**config.mk**
```make
export PLATFORM = sky130hd
export DESIGN_NAME = sertx
export DESIGN_NICKNAME = d
export VERILOG_FILES = /design/src/rtl/sertx_pkg.sv /design/src/rtl/sertx_fmt.sv /design/src/rtl/sertx_hold.sv /design/src/rtl/sertx_shift.sv /design/src/rtl/sertx.sv
export SDC_FILE = /design/constraint.sdc
export NUM_CORES = 1
export LEC_CHECK = 0
export BUFFER_PORTS_ARGS = -buffer_cell sky130_fd_sc_hd__buf_4
export CELL_PAD_IN_SITES_DETAIL_PLACEMENT = 0
export CELL_PAD_IN_SITES_GLOBAL_PLACEMENT = 2
export CORE_ASPECT_RATIO = 0.7
export CORE_MARGIN = 2
export CORE_UTILIZATION = 37
export DETAILED_ROUTE_END_ITERATION = 8
export GPL_ROUTABILITY_DRIVEN = 0
export PLACE_DENSITY_LB_ADDON = 0.15
export RECOVER_POWER = 100
export SLEW_MARGIN = 10
export SYNTH_ARGS = -nofsm -noshare
export SYNTH_HDL_FRONTEND = slang
export SYNTH_SLANG_ARGS = --single-unit
export TNS_END_PERCENT = 5
```
**constraint.sdc**
```tcl
create_clock -name clk -period 3.1 [get_ports clk]
set_clock_uncertainty 0.05 [all_clocks]
set_input_delay 0.93 -clock clk [delete_from_list [all_inputs] [get_ports clk]]
set_output_delay 0.93 -clock clk [all_outputs]
set_load 0.005 [all_outputs]
```
**src/rtl/sertx_pkg.sv**
```systemverilog
package sertx_pkg;
    parameter int TICKS_PER_BIT = 16;
    parameter int DATA_W        = 8;
    parameter int CTRL_W        = 7;
    localparam int CNT_W  = $clog2(2 * TICKS_PER_BIT + 1);
    localparam int NBIT_W = $clog2(DATA_W + 1);

    typedef enum logic [2:0] {
        ST_IDLE,
        ST_START,
        ST_DATA,
        ST_PAR,
        ST_STOP
    } tx_state_e;

    typedef struct packed {
        logic [NBIT_W-1:0] nbits;
        logic [CNT_W-1:0]  stop_ticks;
        logic              par_en;
        logic              par_odd;
        logic              par_stick;
        logic              brk;
    } fmt_t;

    typedef struct packed {
        tx_state_e         st;
        logic [CNT_W-1:0]  cnt;
        logic [NBIT_W-1:0] bitn;
        logic [DATA_W-1:0] sh;
        logic              par;
    } shift_regs_t;

    typedef struct packed {
        logic              full;
        logic [DATA_W-1:0] data;
    } hold_regs_t;
endpackage

```
**src/rtl/sertx_fmt.sv**
```systemverilog
module sertx_fmt
    import sertx_pkg::*;
(
    input  logic [CTRL_W-1:0] ctrl,
    output fmt_t              fmt
);
    localparam logic [CNT_W-1:0] ONE_STOP   = CNT_W'(TICKS_PER_BIT);
    localparam logic [CNT_W-1:0] HALF_STOP  = CNT_W'(TICKS_PER_BIT + TICKS_PER_BIT / 2);
    localparam logic [CNT_W-1:0] TWO_STOP   = CNT_W'(2 * TICKS_PER_BIT);
    localparam logic [NBIT_W-1:0] MIN_BITS  = NBIT_W'(DATA_W - 3);

    always_comb begin
        fmt.nbits     = MIN_BITS + NBIT_W'(ctrl[1:0]);
        fmt.par_en    = ctrl[3];
        fmt.par_odd   = ctrl[4];
        fmt.par_stick = ctrl[5];
        fmt.brk       = ctrl[6];
        if (!ctrl[2])
            fmt.stop_ticks = ONE_STOP;
        else if (ctrl[1:0] == 2'b00)
            fmt.stop_ticks = HALF_STOP;
        else
            fmt.stop_ticks = TWO_STOP;
    end
endmodule

```
**src/rtl/sertx_hold.sv**
```systemverilog
module sertx_hold
    import sertx_pkg::*;
(
    input  logic              clk,
    input  logic              rst_n,
    input  logic              load,
    input  logic [DATA_W-1:0] load_byte,
    input  logic              take,
    output logic              full,
    output logic [DATA_W-1:0] data
);
    hold_regs_t r_d, r_q;

    always_comb begin
        r_d = r_q;
        if (!r_q.full && load) begin
            r_d.full = 1'b1;
            r_d.data = load_byte;
        end else if (r_q.full && take) begin
            r_d.full = 1'b0;
        end
    end

    always_ff @(posedge clk or negedge rst_n) begin
        if (!rst_n)
            r_q <= '0;
        else
            r_q <= r_d;
    end

    assign full = r_q.full;
    assign data = r_q.data;
endmodule

```
**src/rtl/sertx_shift.sv**
```systemverilog
module sertx_shift
    import sertx_pkg::*;
(
    input  logic              clk,
    input  logic              rst_n,
    input  logic              tick,
    input  fmt_t              fmt,
    input  logic              hold_full,
    input  logic [DATA_W-1:0] hold_data,
    output logic              take,
    output logic              busy,
    output logic              line
);
    localparam logic [CNT_W-1:0] BIT_TICKS = CNT_W'(TICKS_PER_BIT);

    shift_regs_t       s_d, s_q;
    logic [CNT_W-1:0]  limit;
    logic [DATA_W-1:0] mask;
    logic              par_calc;
    logic              do_load;

    always_comb begin
        mask     = {DATA_W{1'b1}} >> (NBIT_W'(DATA_W) - fmt.nbits);
        par_calc = fmt.par_stick ? fmt.par_odd : ((^(hold_data & mask)) ^ fmt.par_odd);
        limit    = (s_q.st == ST_STOP) ? fmt.stop_ticks : BIT_TICKS;
        s_d      = s_q;
        do_load  = 1'b0;

        if (s_q.st == ST_IDLE) begin
            do_load = hold_full;
        end else if (tick) begin
            if (s_q.cnt == limit - 1'b1) begin
                s_d.cnt = '0;
                case (s_q.st)
                    ST_START: begin
                        s_d.st   = ST_DATA;
                        s_d.bitn = '0;
                    end
                    ST_DATA: begin
                        s_d.sh   = s_q.sh >> 1;
                        s_d.bitn = s_q.bitn + 1'b1;
                        if (s_q.bitn == fmt.nbits - 1'b1)
                            s_d.st = fmt.par_en ? ST_PAR : ST_STOP;
                    end
                    ST_PAR:  s_d.st = ST_STOP;
                    default: begin
                        s_d.st  = ST_IDLE;
                        do_load = hold_full;
                    end
                endcase
            end else begin
                s_d.cnt = s_q.cnt + 1'b1;
            end
        end

        if (do_load) begin
            s_d.st   = ST_START;
            s_d.cnt  = '0;
            s_d.bitn = '0;
            s_d.sh   = hold_data;
            s_d.par  = par_calc;
        end
    end

    always_ff @(posedge clk or negedge rst_n) begin
        if (!rst_n)
            s_q <= '{st: ST_IDLE, default: '0};
        else
            s_q <= s_d;
    end

    always_comb begin
        case (s_q.st)
            ST_START: line = 1'b0;
            ST_DATA:  line = s_q.sh[0];
            ST_PAR:   line = s_q.par;
            default:  line = 1'b1;
        endcase
        if (fmt.brk)
            line = 1'b0;
    end

    assign take = do_load;
    assign busy = (s_q.st != ST_IDLE);
endmodule

```
**src/rtl/sertx.sv**
```systemverilog
module sertx
    import sertx_pkg::*;
(
    input  logic              clk,
    input  logic              rst_n,
    input  logic [CTRL_W-1:0] ctrl_word,
    input  logic              load_i,
    input  logic [DATA_W-1:0] load_byte,
    input  logic              tick_i,
    output logic              txd_o,
    output logic              hold_empty_o,
    output logic              tx_empty_o
);
    fmt_t              fmt;
    logic              hold_full;
    logic [DATA_W-1:0] hold_byte;
    logic              take;
    logic              busy;

    sertx_fmt u_fmt (
        .ctrl (ctrl_word),
        .fmt  (fmt)
    );

    sertx_hold u_hold (
        .clk       (clk),
        .rst_n     (rst_n),
        .load      (load_i),
        .load_byte (load_byte),
        .take      (take),
        .full      (hold_full),
        .data      (hold_byte)
    );

    sertx_shift u_shift (
        .clk       (clk),
        .rst_n     (rst_n),
        .tick      (tick_i),
        .fmt       (fmt),
        .hold_full (hold_full),
        .hold_data (hold_byte),
        .take      (take),
        .busy      (busy),
        .line      (txd_o)
    );

    assign hold_empty_o = !hold_full;
    assign tx_empty_o   = !hold_full && !busy;
endmodule

```
Word-level counts from Yosys, hierarchy flattened
Index checks and enable logic that the tools add are counted.

storage, ports and cells
  latch bits = 0
  bits in registers = 31
  bits in writable memories = 0
  word-level logic and storage cells = 66
  memories = 0
  input bits = 19
  memory bits (read-only) = 0
  output and inout bits = 3

operators by class
  muxes and demuxes = 23
  add/sub/neg operators = 6
  reduce and logical (&&, ||, !) cells = 19
  magnitude comparators = 0
  shift operators = 1
  bitwise logic cells = 2
  equal/unequal tests = 8
  divide/modulo/power cells = 0
  multiply operators = 0

operators by type and width
  kind                                                                    number
  21-bit two-way mux                                                      2
  6-bit two-way mux                                                       4
  22-bit two-way mux                                                      1
  12-bit two-way mux                                                      1
  4-bit AND reduction                                                     3
  3-bit two-way mux                                                       3
  3-bit case mux with 3 select lines                                      1
  8-bit bitwise AND                                                       1
  1-bit two-way mux                                                       8
  8-bit two-way mux                                                       1
  4-bit case mux with 2 select lines                                      1
  2-bit nonzero test                                                      4
  8-bit XOR reduction                                                     1
  8-bit by 4-bit right shift with 8-bit output (first input constant)     1
  6-bit by 1-bit adder with 6-bit output (second input constant)          1
  3-bit by 2-bit equality test with 1-bit output (second input constant)  2
  6-bit equality test                                                     1
  3-bit nonzero test                                                      2
  6-bit by 1-bit subtractor with 6-bit output (second input constant)     1
  3-bit by 2-bit adder with 4-bit output (first input constant)           1
  4-bit by 1-bit adder with 4-bit output (second input constant)          1
  4-bit equality test                                                     1
  4-bit by 1-bit subtractor with 4-bit output (second input constant)     1
  4-bit subtractor (first input constant)                                 1
  other kinds (12)                                                        15

Logic depth before layout (Yosys ltp)
  word-level depth = 12
  gate-level depth with buffers = 12
  depth with buffers taken out = 10

By module
From an unflattened synthesis, not the netlist that was laid out.

unflattened totals
  cells, all modules = 229
  area, all modules = 2209.6 sq um

modules (own cells, without submodules)
  module       seq. area each (sq um)  times used  cells each  area each (sq um)
  sertx_shift  550.5                   1           189         1700.4
  sertx_hold   225.2                   1           21          374.1
  sertx_fmt    0.0                     1           17          127.6
  sertx        0.0                     1           2           7.5

Worst setup path before layout
Ideal clock, no wire load.

  path kind = input to register
  start point = input ctrl_word[0]
  end point = register u_shift.s_q[9] (netlist name)
  stages on the path = 11
  arrival time = 2.808 ns
  library setup time = 0.125 ns
  data required time = 2.925 ns
  buffers on the path = 1
  slack = 0.118 ns
  path through = inv_1 -> ha_1 -> inv_1 -> nor2_1 -> ha_1 -> xnor2_1 -> and4_1 -> clkbuf_1 -> o211ai_1 -> o21a_1 -> mux2_2

between the ends
  longest elaborated chain between the ends = 11
  elaborated cells between the ends (all ways) = 15
  those cells by class = 1 x add/sub; 2 x eq/ne; 7 x mux; 5 x reduce/logical

RTL lines
  what                                                          line               text
  from (decl)                                                   sertx.sv:6         input logic [CTRL_W-1:0] ctrl_word,
  2-bit zero test (*)                                           sertx_fmt.sv:20    else if (ctrl[1:0] == 2'b00)
  6-bit two-way mux (*)                                         sertx_fmt.sv:20
  6-bit two-way mux (*)                                         sertx_fmt.sv:18    if (!ctrl[2])
  6-bit two-way mux (*)                                         sertx_shift.sv:25  limit = (s_q.st == ST_STOP) ? fmt.stop_ticks : BIT_TICKS;
  6-bit by 1-bit subtractor with 6-bit output (*)               sertx_shift.sv:32  if (s_q.cnt == limit - 1'b1) begin
  6-bit equality test (*)                                       sertx_shift.sv:32
  1-bit two-way mux                                             sertx_shift.sv:32
  1-bit two-way mux                                             sertx_shift.sv:31  end else if (tick) begin
  1-bit two-way mux                                             sertx_shift.sv:29  if (s_q.st == ST_IDLE) begin
  2-bit != test (no source line), or another cell as far along  -
  4-bit AND reduction (no source line)                          -
  to (signal assigned)                                          sertx_shift.sv:67  s_q <= '{st: ST_IDLE, default: '0};
  to (signal assigned)                                          sertx_shift.sv:69  s_q <= s_d;
  to (decl)                                                     sertx_shift.sv:16  shift_regs_t s_d, s_q;

Mark *: on every way between the ends. The rest lies on a longest branch, timed or not.
A chain may end at the register's enable or synchronous reset.

Worst setup path in the final report
  start point = input ctrl_word[0]
  end point = register u_shift.s_q[8] (netlist name)

between the ends
  longest elaborated chain between the ends = 11
  elaborated cells between the ends (all ways) = 15
  those cells by class = 1 x add/sub; 2 x eq/ne; 7 x mux; 5 x reduce/logical

RTL lines
  what                                                                         line
  2-bit zero test (*)                                                          sertx_fmt.sv:20
  6-bit two-way mux (*)                                                        sertx_fmt.sv:20
  6-bit two-way mux (*)                                                        sertx_fmt.sv:18
  6-bit two-way mux (*)                                                        sertx_shift.sv:25
  6-bit by 1-bit subtractor with 6-bit output (*)                              sertx_shift.sv:32
  6-bit equality test (*)                                                      sertx_shift.sv:32
  1-bit two-way mux                                                            sertx_shift.sv:32
  1-bit two-way mux                                                            sertx_shift.sv:31
  1-bit two-way mux                                                            sertx_shift.sv:29
  2-bit != test (no source line) / 2-bit nonzero test (equally long branches)  -
  4-bit AND reduction (no source line)                                         -

Marks and branches as above.

==> impl_metrics.toml <==
[clock_tree]
clock_latency_ns = 0.28
cts_tree = "built"
cts-buffers-inserted = 5
ctsRootBufferMaster = "clkbuf_8"
cts.sinks = 31
clk_pin_slew_ns = 0.07
cts_hold_buf = 0
htreeDepth = 2
post_cts_buffers = 0
clockBufferDepth = 2
ctsResizeCount = 0

[worst_hold_path]
hp-start = "u_shift.s_q[0]"
hold_end = "u_shift.s_q[0]"
hold_path.class = "reg -> reg"
hold_path_depth = 2

[setup_path]
crit_chain = "clkbuf_4, inv_1, ha_1, inv_1, nor2_1, ha_1, xnor2_1, and4_1, o2111ai_1, clkbuf_2, nand2_1, a32o_1"
worstPathArrival_ns = 3.00
startpoint = "ctrl_word[0]"
critPathBufInv = 4
worstPathMaxFanout = 11
reg2reg_depth = 9
worstSetupStartpointType = "primary input"
path_delay_family = "buffers and inverters"
r2r_end = "u_shift.s_q[8]"
rrSetupSlack_ns = 0.49
crit_path_max_incr_delay_ns = 0.31
crit_path_top_delay_cell = "clkbuf_2"
endpoint_kind = "flip-flop"
rr_startpoint = "u_shift.s_q[19]"
path_class = "in -> reg"
worstPathRequired_ns = 3.23

[synthesis]
synthTopCellsByCount = "dfrtp_1 (31), nand3_1 (13), nor2_1 (13)"
syn_inst = 193
synth-main-ff-cell = "dfrtp_1"
synth_warnings = 0
async_flop_share_pct = 100
synth_adder_area_share_pct = 4.53
avgSynthCellArea_um2 = 10.0
synth_edf_count = 0
synth_compound_area_share_pct = 16.6
synth.yosys.seq_area_share_pct = 40.1
synth_top_area_share_pct = 40.1
synth.most_common_cell = "dfrtp_1"
synth_top_family_by_area = "simple AND/OR/NAND/NOR gates"
ys_types = 51
synthXorXnorAreaFrac_pct = 8.67
synth-simple-area-share_pct = 18.8
synth_top_area_cell = "dfrtp_1"
ys_top_cells_by_area = "dfrtp_1 (40%), mux2_2 (5.2%), ha_1 (4.5%), xnor2_1 (4.1%), nand3_1 (3.4%)"
syn_area_um2 = 1930
synthMuxAreaShare_pct = 7.05
synthesis.nets = 219
ys_seq_elements = 31

[drt]
drc = 0
drt_iter0_markers = 67
routed_wl_um = 4470
wl_per_cell_um = 15.5
drtPass1Iterations = 4
ant_nets = 0
vias = 1560
via_per_inst = 5.42

[timing]
post-route-min-period_ns = 2.88
period_share_pct = 92.8
hold_viol_final = 0
rsz0062_at_grt = "false"
finalSetupViolCount = 0
slew_headroom_pct = -13.1
fmax_ghz = 0.348
worst_pin_slew_ns = 1.70
setup_ws_ns = 0.223
fin_tns_setup_ns = 0
drv_slew = 32

[global_routing]
antenna_found_initial = 0
grt_max_degree = 32
grt_usage_pct = 16.9
overflow = 0
grt_pass1_wl_um = 7630
grt_pass1_vias = 1533

[floorplan]
row_count = 21
ios = 22
fp.coreArea_um2 = 4910
dieArea_um2 = 5830
chipHeight_um = 64.5
initial_utilization_pct = 39.4
die_w_um = 90.4

[power]
power.density_nw_per_um2 = 843
leakage_nw = 1.03
irDropWorstVdd_uv = 512
power_mw = 1.89

[layout]
fin_area_um2 = 2240
area_growth_pct = 15.7
drive_gt1_share_pct = 23.3
final_nets = 244
antennaDiodeCount = 0
fin_cells = 288

[place]
place_area_um2 = 2180
place_ws_ns = -0.0360
hpwlAfterDp_um = 3380
numPortBuffers = 21
dp.cells = 280

[run_status]
status = "finished, violations left"
violations = "capacitance limit, slew limit"

[run]
maxCapViolCount = 1
==> layer usage <==
metal / part of all wire (%) / track usage, % / up-vias
li1: - / - / 752
met1: 51 / 24.7 / 765
met2: 44 / 24.8 / 36
met3: 4.2 / 3.72 / 7
met4: 1.1 / 5.77 / 0
met5: 0 / 0 / -
==> cell usage in the layout (no fill, tap or decap), drive strengths merged, types with 2 or more instances in the layout <==
cell type   n
nor2       14
and2        2
or3         2
nand4       4
dfrtp      31
o21a        2
nor3        9
a211oi      3
nand3      13
a21oi       4
ha          7
o31ai       3
inv         8
nand2      11
mux2       10
a31oi       7
buf        19
mux2i       2
xnor3       2
o2111a      2
a21o        2
or2         3
clkbuf     15
o2111ai     3
xor2        5
nor2b       2
xnor2       9
o21ai       9
==> worst reg2reg max path: stages, from the launching register on <==
cell,delay [ns]
dfrtp_1,0.49
nand4bb_4,0.33
nor2_1,0.14
ha_1,0.25
xnor2_1,0.14
and4_1,0.26
o2111ai_1,0.14
clkbuf_2,0.31
nand2_1,0.16
a32o_1,0.25
==> cell families (layout without fill, tap and decap cells) <==
family                   Yosys count  after routing
AND/OR/NAND/NOR                   66             66
AO/OA/AOI/OAI                     43             43
multiplexers                      12             12
XOR/XNOR                          16             16
flip-flops                        31             31
buffers and inverters             18             44
adder cells (fa/ha/maj)            7              7
==> power breakdown <==
part	internal [mW]	switching (mW)
Sequential	0.557	0.151
Clock	0.157	0.161
Combinational	0.436	0.426
Total	1.15	0.738
==> worst max path at each step <==
stage / end / slack, ns / depth (start not counted)
finish: u_shift.s_q[8] / 0.22 / 12
global route: u_shift.s_q[4] / 0.05 / 12
CTS: u_shift.s_q[9] / 0.27 / 11
detailed placement: u_shift.s_q[9] / -0.04 / 11
global placement: u_shift.s_q[9] / -0.01 / 11
floorplan: u_shift.s_q[9] / 0.12 / 11
==> through the flow <==
| stage | util (%) | hold slack [ns] |
|---|---|---|
| 2_1_floorplan | - | 0.420 |
| 3_3_place_gp | 44.3 | 0.450 |
| 3_5_place_dp | 44.3 | 0.450 |
| 4_1_cts | 46.1 | 0.466 |
| 5_1_grt | 45.6 | 0.489 |
| 6_report | 45.6 | 0.462 |
==> layout make-up <==
cell class                      count  area (µm²)
Timing Repair Buffer               28         200
Fill cell                         481        2680
Inverter                            8        30.0
Tap cell                           69        86.3
Clock buffer                        6        72.6
Sequential cell                    31         776
Clock inverter                      2        12.5
Multi-Input combinational cell    144        1060
==> registers in the layout, summed over array words and instances (netlist names) <==
| name | cells |
|---|---|
| u_shift.s_q | 22 |
| u_hold.full | 1 |
| u_hold.data | 8 |
No activity file was read; power rests on OpenSTA's default activity.
